`src/rtl/fce_pkg.sv`:
```
package fce_pkg;

    // Residue width: a sum of residue (< DEN) and step (< DEN) is below 2*DEN.
    function automatic int acc_width(input int den);
        return $clog2(2 * den);
    endfunction

    function automatic int ceil_div(input int a, input int b);
        return (a + b - 1) / b;
    endfunction

    function automatic int floor_div(input int a, input int b);
        return a / b;
    endfunction

    function automatic bit ratio_legal(input int num, input int den);
        return (num >= 1) && (num < den);
    endfunction

endpackage

```
`src/rtl/fce_wrap_calc.sv`:
```
module fce_wrap_calc
    import fce_pkg::*;
#(
    parameter int NUM = 1007,
    parameter int DEN = 2000,
    parameter int W   = acc_width(DEN)
) (
    input  logic [W-1:0] acc_i,
    output logic [W-1:0] next_o,
    output logic         fire_o
);
    localparam logic [W-1:0] STEP  = W'(NUM);
    localparam logic [W-1:0] LIMIT = W'(DEN);

    logic [W-1:0] sum;

    always_comb begin
        sum    = acc_i + STEP;
        fire_o = (sum >= LIMIT);
        next_o = fire_o ? (sum - LIMIT) : sum;
    end
endmodule

```
`src/rtl/fce_phase_acc.sv`:
```
module fce_phase_acc #(
    parameter int W = 12
) (
    input  logic         clk_i,
    input  logic         rst_i,
    input  logic [W-1:0] next_i,
    output logic [W-1:0] acc_o
);
    always_ff @(posedge clk_i) begin
        if (rst_i) begin
            acc_o <= '0;
        end else begin
            acc_o <= next_i;
        end
    end
endmodule

```
`src/rtl/fce_strobe_reg.sv`:
```
module fce_strobe_reg (
    input  logic clk_i,
    input  logic rst_i,
    input  logic fire_i,
    output logic strobe_o
);
    always_ff @(posedge clk_i) begin
        if (rst_i) begin
            strobe_o <= 1'b0;
        end else begin
            strobe_o <= fire_i;
        end
    end
endmodule

```
`src/rtl/frac_clk_en.sv`:
```
module frac_clk_en
    import fce_pkg::*;
#(
    parameter int NUM = 1007,
    parameter int DEN = 2000
) (
    input  logic clk_i,
    input  logic rst_i,
    output logic strobe_o
);
    localparam int ACC_W = acc_width(DEN);

    generate
        if (!ratio_legal(NUM, DEN)) begin : g_bad_ratio
            $error("frac_clk_en: NUM must be at least 1 and below DEN");
        end
    endgenerate

    logic [ACC_W-1:0] acc_q;
    logic [ACC_W-1:0] acc_nxt;
    logic             fire;

    fce_wrap_calc #(
        .NUM (NUM),
        .DEN (DEN),
        .W   (ACC_W)
    ) wrap_i (
        .acc_i  (acc_q),
        .next_o (acc_nxt),
        .fire_o (fire)
    );

    fce_phase_acc #(
        .W (ACC_W)
    ) phase_i (
        .clk_i  (clk_i),
        .rst_i  (rst_i),
        .next_i (acc_nxt),
        .acc_o  (acc_q)
    );

    fce_strobe_reg strobe_i (
        .clk_i    (clk_i),
        .rst_i    (rst_i),
        .fire_i   (fire),
        .strobe_o (strobe_o)
    );
endmodule

```
`config.mk`:
```
export PLATFORM = sky130hd
export DESIGN_NAME = frac_clk_en
export DESIGN_NICKNAME = d
export VERILOG_FILES = /design/src/rtl/fce_pkg.sv /design/src/rtl/fce_wrap_calc.sv /design/src/rtl/fce_phase_acc.sv /design/src/rtl/fce_strobe_reg.sv /design/src/rtl/frac_clk_en.sv
export SDC_FILE = /design/constraint.sdc
export NUM_CORES = 1
export LEC_CHECK = 0
export ABC_CLOCK_PERIOD_IN_PS = 9540
export BUFFER_PORTS_ARGS = -buffer_cell sky130_fd_sc_hd__buf_2
export CAP_MARGIN = 40
export CORE_MARGIN = 2
export CORE_UTILIZATION = 56
export CTS_BUF_LIST = sky130_fd_sc_hd__clkbuf_4
export DETAILED_ROUTE_END_ITERATION = 8
export GPL_TIMING_DRIVEN = 0
export PLACE_DENSITY = 0.73
export SLEW_MARGIN = 10
export SYNTH_ARGS = -nofsm -noshare
export SYNTH_HDL_FRONTEND = slang
export SYNTH_SLANG_ARGS = --single-unit
```
`constraint.sdc`:
```
create_clock -name clk_i -period 9.54 [get_ports clk_i]
set_clock_uncertainty 0.15 [all_clocks]
set_input_delay 1.908 -clock clk_i [delete_from_list [all_inputs] [get_ports clk_i]]
set_output_delay 1.908 -clock clk_i [all_outputs]
set_load 0.02 [all_outputs]
```
==> reports/summary.txt, run 1 <==
pre-CTS setup slack -> 6120 ps
Die Width -> 44.6 um
grt ovf -> 0
largest net degree at the start of global routing -> 11
Worst-Margin Slew -> 746 ps
Yosys reg bits -> 13
most frequent cells in the layout -> nor2_1, dfxtp_1, a21oi_1, inv_1, xnor2_1
most common cell after layout, fill and taps aside -> nor2_1
Worst Path Required -> 9590 ps
Yosys cell types -> 41
clock sink count -> 13
WL/cell -> 13.9 um
Period minus WS final -> 3500 ps
fin crit share -> 36.6%
largest delay contributor family on the critical path -> compound AO/OA/AOI/OAI gates
CTS Root Cell -> clkbuf_4
switch share -> 47.6%
WS Path Type -> reg -> reg
Synthesized Nets -> 118
Post-Syn Instances -> 112
CP Buf/Inv Count -> 6
first-pass GRT wire length -> 3.03 mm
antenna violations before repair -> 0
Final WS setup -> 6040 ps
Synth Warn # -> 0
hold buffers post-CTS -> 0
net switching power figure -> 0.165 mW
Slew Limit Fails -> 0
Detail Route Antenna Nets -> 0
Max Root-Sink Buffers -> 2
IO Port Bufs -> 2
clock-pin slew on the worst setup and hold paths -> 80 ps
Post-CTS Setup Inserts -> 0
fraction of layout instances using a drive strength above 1 -> 11.0%
Combinational Power Share -> 63.3%
Peak supply drop -> 0.183 mV
Critical Path Most Common Cell -> inv_1
number of global-route vias before repair -> 730
internal power -> 0.181 mW
Vias/cell -> 6.19
slowest cell on the critical path -> o41a_1
initial DRC count -> 19
DR pass1 iterations -> 4
Crit. path cell count -> 14
DRT Wirelength -> 1.87 mm
max incr delay on CP -> 540 ps
Final #Nets -> 125
IO Count -> 3
GRT Util Overall -> 20.8%
Leakage -> 0.401 nW
outcome -> finished, final reports clean
Die Ht -> 44.6 um
Rows -> 14
Setup Viol. Count Final -> 0
end point of the critical path -> phase_i.acc_o[9]$_SDFF_PP0_
vias -> 830
sequential area share after synthesis -> 28.2%
clock network power share -> 11.0%
initial core utilization -> 60.5%
Worst Path Max Fanout -> 9
PD cells -> 352 mW/mm^2
Max-Cap Viols -> 0
cell area after synthesis -> 922 um^2
Reg2Reg Launch Point -> phase_i.acc_o[1]$_SDFF_PP0_
CP startpoint -> phase_i.acc_o[1]$_SDFF_PP0_
Setup TNS -> 0 ps
WP data arrival -> 3540 ps
final hold violation count -> 0
latest clock arrival within the worst-skew pair -> 280 ps
unrepaired setup endpoints after global routing -> no
core area -> 0.00152 mm^2
Die ar. -> 0.00199 mm^2
CTS tree -> yes
fmax -> 286 MHz
Worst slew margin -> 50.0%
sequential share of power -> 25.8%
RD Place Congestion -> 0.797
CP startpoint kind -> flip-flop
Remaining DRCs -> 0
worst min path class -> reg -> reg
R2R setup slack -> 6040 ps
Post-Syn Area per Cell -> 8.23 um^2
worst-path cell chain -> clkbuf_1, inv_1, ha_1, buf_4, or3b_1, buf_6, xor2_1, inv_1, ha_1, inv_1, a31oi_1, o41a_1, o31a_1, a311oi_2
TritonCTS Buffers -> 3
Reg2Reg Depth -> 14
H-tree levels -> 1
CP endpoint kind -> flip-flop
reg2reg end -> phase_i.acc_o[9]$_SDFF_PP0_
post_cts resized -> 0
ant diodes -> 0
hpwl dp -> 1.34 mm
layout overhead on the synthesized area -> 6.51%
[power by group through the flow]
stage	Sequential (mW)	Clock [mW]	Combinational (mW)
6_report	0.0892	0.0379	0.219
5_1_grt	0.0912	0.0407	0.246
4_1_cts	0.0888	0.0391	0.217
3_5_place_dp	0.0901	0	0.216
3_3_place_gp	0.0894	0	0.211
2_1_floorplan	0.0877	0	0.180
[through the flow]
| step | instance area [um^2] | hold WS (ps) | utilization (%) | total power, mW | instances |
|---|---|---|---|---|---|
| after detailed placement | 952 | 436 | 62.5 | 0.306 | 130 |
| after CTS | 982 | 461 | 64.4 | 0.345 | 134 |
| final | 982 | 462 | 64.4 | 0.346 | 134 |
| after global routing | 982 | 520 | 64.4 | 0.378 | 134 |
| after global placement | 952 | 430 | 62.5 | 0.300 | 130 |
| after floorplan | 922 | 410 | - | 0.268 | 112 |
[flip-flops by register name, indices dropped and copies added, names as in the netlist]
register and flops:
phase_i.acc_o 12, strobe_i.strobe_o 1
[metal layers]
| layer | up-vias | routed length, um | global-route usage, % |
|---|---|---|---|
| li1 | 422 | - | - |
| met1 | 378 | 901 | 26.7 |
| met2 | 23 | 846 | 34.5 |
| met3 | 7 | 63 | 2.45 |
| met4 | 0 | 53 | 9.09 |
| met5 | - | 0 | 0 |
[worst min-delay path, stage by stage (launching register included)]
cell and delay, ps:
dfxtp_1 310, buf_2 170, nor2_1 100
[cells in the mapped netlist]
library cell / count / area (um^2)
a211oi_1: 2 / 15.0
a211oi_2: 1 / 12.5
a21o_1: 2 / 15.0
a21oi_1: 8 / 40.0
a311oi_1: 2 / 17.5
a311oi_2: 1 / 15.0
a31oi_1: 2 / 12.5
a32o_1: 1 / 10.0
and3_1: 2 / 12.5
buf_2: 1 / 5.00
buf_4: 1 / 7.51
buf_6: 2 / 22.5
clkbuf_1: 3 / 11.3
dfxtp_1: 13 / 260
ha_1: 4 / 50.1
inv_1: 6 / 22.5
nand2_1: 3 / 11.3
nand2b_1: 3 / 18.8
nand3_1: 1 / 5.00
nand3b_1: 1 / 7.51
nand4b_1: 1 / 8.76
nor2_1: 16 / 60.1
nor2b_1: 2 / 12.5
nor3_1: 4 / 20.0
nor3b_1: 1 / 7.51
nor4_1: 1 / 6.26
nor4b_1: 2 / 17.5
o211a_1: 1 / 10.0
o21a_1: 1 / 7.51
o21ai_0: 3 / 15.0
o21ai_1: 1 / 5.00
o31a_1: 1 / 8.76
o31ai_1: 1 / 7.51
o41a_1: 2 / 22.5
o41ai_1: 1 / 8.76
o41ai_2: 1 / 16.3
or3_1: 2 / 12.5
or3b_1: 1 / 8.76
or4_1: 1 / 7.51
xnor2_1: 6 / 52.6
xor2_1: 4 / 35.0
[logic make-up after synthesis]
logic type	after synthesis	share of synthesized area [%]
flops	13	28.2
simple gates	41	23.5
xor+xnor	10	9.50
compound gates	31	25.9
buf+inv	13	7.46
fa+ha+maj	4	5.43
[how the worst min path moves through the flow]
stage | from | to | cells after the start
after global routing | phase_i.acc_o[0]$_SDFF_PP0_ | phase_i.acc_o[0]$_SDFF_PP0_ | 2
after detailed placement | phase_i.acc_o[0]$_SDFF_PP0_ | phase_i.acc_o[0]$_SDFF_PP0_ | 2
final | phase_i.acc_o[0]$_SDFF_PP0_ | phase_i.acc_o[0]$_SDFF_PP0_ | 2
after global placement | phase_i.acc_o[0]$_SDFF_PP0_ | phase_i.acc_o[0]$_SDFF_PP0_ | 2
after CTS | phase_i.acc_o[0]$_SDFF_PP0_ | phase_i.acc_o[0]$_SDFF_PP0_ | 2
after floorplan | phase_i.acc_o[0]$_SDFF_PP0_ | phase_i.acc_o[0]$_SDFF_PP0_ | 2
[cell type report]
cell class	count	area, um^2
multi-input combinational	86	593
fill	133	542
sequential	13	260
buffer	7	46.3
clock buffer	4	30.0
inverter	6	22.5
tap	16	20.0
timing repair buffer	2	10.0
No activity file was read; power rests on OpenSTA's default activity.
==> run 2: changes to the inputs <==
Settings changed: ABC_AREA from default to 1, ABC_CLOCK_PERIOD_IN_PS 9540 to 3510.
Clock period 9.54 ns to 3.51 ns, I/O delays scaled along.
==> run 2 against run 1 <==
  * Wire length grew 6.3%
  * Critical path type unchanged
  * Synthesized cell count grew 34%
  * Flip-flop and latch count is the same
==> reports/summary.txt, run 2 <==
Synth Warn # -> 0
CP endpoint kind -> flip-flop
Yosys reg bits -> 13
most frequent cells after synthesis -> nand2_1, nand3_1, inv_1, dfxtp_1, nor2_1
Vias/cell -> 5.23
Peak supply drop -> 0.612 mV
most frequent cells in the layout -> nand2_1, nand3_1, inv_1, dfxtp_1, nor2_1
Setup Viol. Count Final -> 0
worst min path class -> reg -> reg
CTS Root Cell -> clkbuf_4
Post-synth EDFFs -> 0
count leader, synth -> nand2_1
number of fill cells in the layout -> 144
GRT Util Overall -> 22.4%
Yosys top cell by area -> dfxtp_1
core area -> 0.00156 mm^2
fraction of layout instances using a drive strength above 1 -> 17.3%
initial DRC count -> 19
ant diodes -> 0
Synthesized Nets -> 156
RD Place Congestion -> 0.810
Period minus WS final -> 2350 ps
Hold Startpoint -> phase_i.acc_o[0]$_SDFF_PP0_
Leakage -> 0.534 nW
Async SR Flop Fraction -> 0%
vias -> 899
WL/cell -> 11.5 um
Reg2Reg Launch Point -> phase_i.acc_o[0]$_SDFF_PP0_
WP data arrival -> 2360 ps
Worst-Margin Slew -> 479 ps
unrepaired setup endpoints after global routing -> no
Top Registers -> phase_i.acc_o (12), strobe_i.strobe_o (1)
main area contributors after synthesis -> dfxtp_1, nand2_1, nand3_1
R2R setup slack -> 1160 ps
H-tree levels -> 1
first-pass GRT wire length -> 3.31 mm
Post-CTS Setup Inserts -> 0
Reg with most FFs -> phase_i.acc_o
Die Ht -> 45.5 um
cell area after synthesis -> 963 um^2
Rows -> 14
grt ovf -> 0
Final #Nets -> 163
number of global-route vias before repair -> 797
CP startpoint kind -> flip-flop
IO Port Bufs -> 2
Post-Syn Area per Cell -> 6.42 um^2
Setup TNS -> 0 ps
DRT Wirelength -> 1.98 mm
CTS tree -> yes
fmax -> 425 MHz
Worst Path Max Fanout -> 8
final hold violation count -> 0
Die Width -> 45.5 um
Synth Flop Type -> dfxtp_1
Synth top area share -> 27.0%
Max Root-Sink Buffers -> 2
DR pass1 iterations -> 4
hold buffers post-CTS -> 0
total power -> 1.14 mW
WHS Endpoint -> phase_i.acc_o[0]$_SDFF_PP0_
post_cts resized -> 0
Reg2Reg Depth -> 15
Slew Limit Fails -> 0
fin crit share -> 67.0%
Post-Syn Instances -> 150
sequential area share after synthesis -> 27.0%
most common cell after layout, fill and taps aside -> nand2_1
antenna violations before repair -> 0
clock sink count -> 13
Yosys cell types -> 21
reg2reg end -> phase_i.acc_o[9]$_SDFF_PP0_
Die ar. -> 0.00207 mm^2
WS Path Type -> reg -> reg
hpwl dp -> 1.47 mm
Max-Cap Viols -> 0
Remaining DRCs -> 0
max reg flops -> 12
latest clock arrival within the worst-skew pair -> 280 ps
Worst Path Required -> 3510 ps
Worst Hold Depth -> 1
Detail Route Antenna Nets -> 0
outcome -> finished, final reports clean
clock-pin slew on the worst setup and hold paths -> 90 ps
IO Count -> 3
Worst slew margin -> 68.0%
TritonCTS Buffers -> 3
PD cells -> 1110 mW/mm^2
layout overhead on the synthesized area -> 6.23%
largest net degree at the start of global routing -> 11
initial core utilization -> 61.8%
[run 2: stage by stage]
stage          instances  hold WS, ps  setup WS (ps)  util, %  cell area, um^2
5_1_grt              172          338            956     65.7             1020
6_report             172          296           1160     65.7             1020
3_5_place_dp         168          286           1190     63.7              993
4_1_cts              172          303           1170     65.7             1020
2_1_floorplan        150          267           1470        -              963
3_3_place_gp         168          278           1230     63.7              993
[run 2: how the worst max path moves through the flow]
stage / from / to / cells past startpoint / slack (ps)
after floorplan: phase_i.acc_o[0]$_SDFF_PP0_ / phase_i.acc_o[11]$_SDFF_PP0_ / 15 / 1470
after global placement: phase_i.acc_o[0]$_SDFF_PP0_ / phase_i.acc_o[7]$_SDFF_PP0_ / 15 / 1230
after detailed placement: phase_i.acc_o[0]$_SDFF_PP0_ / phase_i.acc_o[6]$_SDFF_PP0_ / 15 / 1190
after CTS: phase_i.acc_o[0]$_SDFF_PP0_ / phase_i.acc_o[8]$_SDFF_PP0_ / 15 / 1170
after global routing: phase_i.acc_o[0]$_SDFF_PP0_ / phase_i.acc_o[6]$_SDFF_PP0_ / 15 / 960
final: phase_i.acc_o[0]$_SDFF_PP0_ / phase_i.acc_o[9]$_SDFF_PP0_ / 15 / 1160
[run 2: where the power goes]
group	switching (mW)	total, mW	internal (mW)
logic	0.518	0.796	0.278
registers	0.0402	0.238	0.198
clock network	0.0538	0.106	0.0519
total	0.612	1.14	0.527
[run 2: cells by family (layout without fill, tap and decap cells)]
kind of cell | after synthesis | count (layout) | synth area share, %
xor+xnor | 4 | 4 | 5.59
simple gates | 98 | 98 | 48.4
compound gates | 11 | 11 | 5.97
flops | 13 | 13 | 27.0
fa+ha+maj | 4 | 4 | 5.20
buf+inv | 20 | 26 | 7.79
[run 2: final cells by class]
class	count	area, um^2	share of cell area [%]
multi-input combinational	117	628	61.4
clock buffer	4	30.0	2.93
sequential	13	260	25.4
timing repair buffer	2	10.0	0.978
tap	16	20.0	1.96
inverter	19	71.3	6.97
buffer	1	3.75	0.367
[run 2: layer usage]
layer | part of all wire, % | GRT usage (%) | vias up
met1 | 50 | 29.1 | 405
met4 | 1.4 | 7.06 | 0
li1 | - | - | 479
met3 | 2.2 | 3.57 | 5
met2 | 46 | 37.5 | 10
met5 | 0 | 0 | -
[run 2: critical path, cell delays in order (launching register included)]
cell	delay [ps]
dfxtp_1	360
inv_1	80
ha_1	240
nand2_1	90
nand2_2	100
nand2_1	160
inv_1	80
ha_1	180
nand2_1	60
nor2_1	50
a21oi_1	240
nor2_4	60
nand2_4	120
nand2_4	100
nand2_1	90
a21oi_1	60
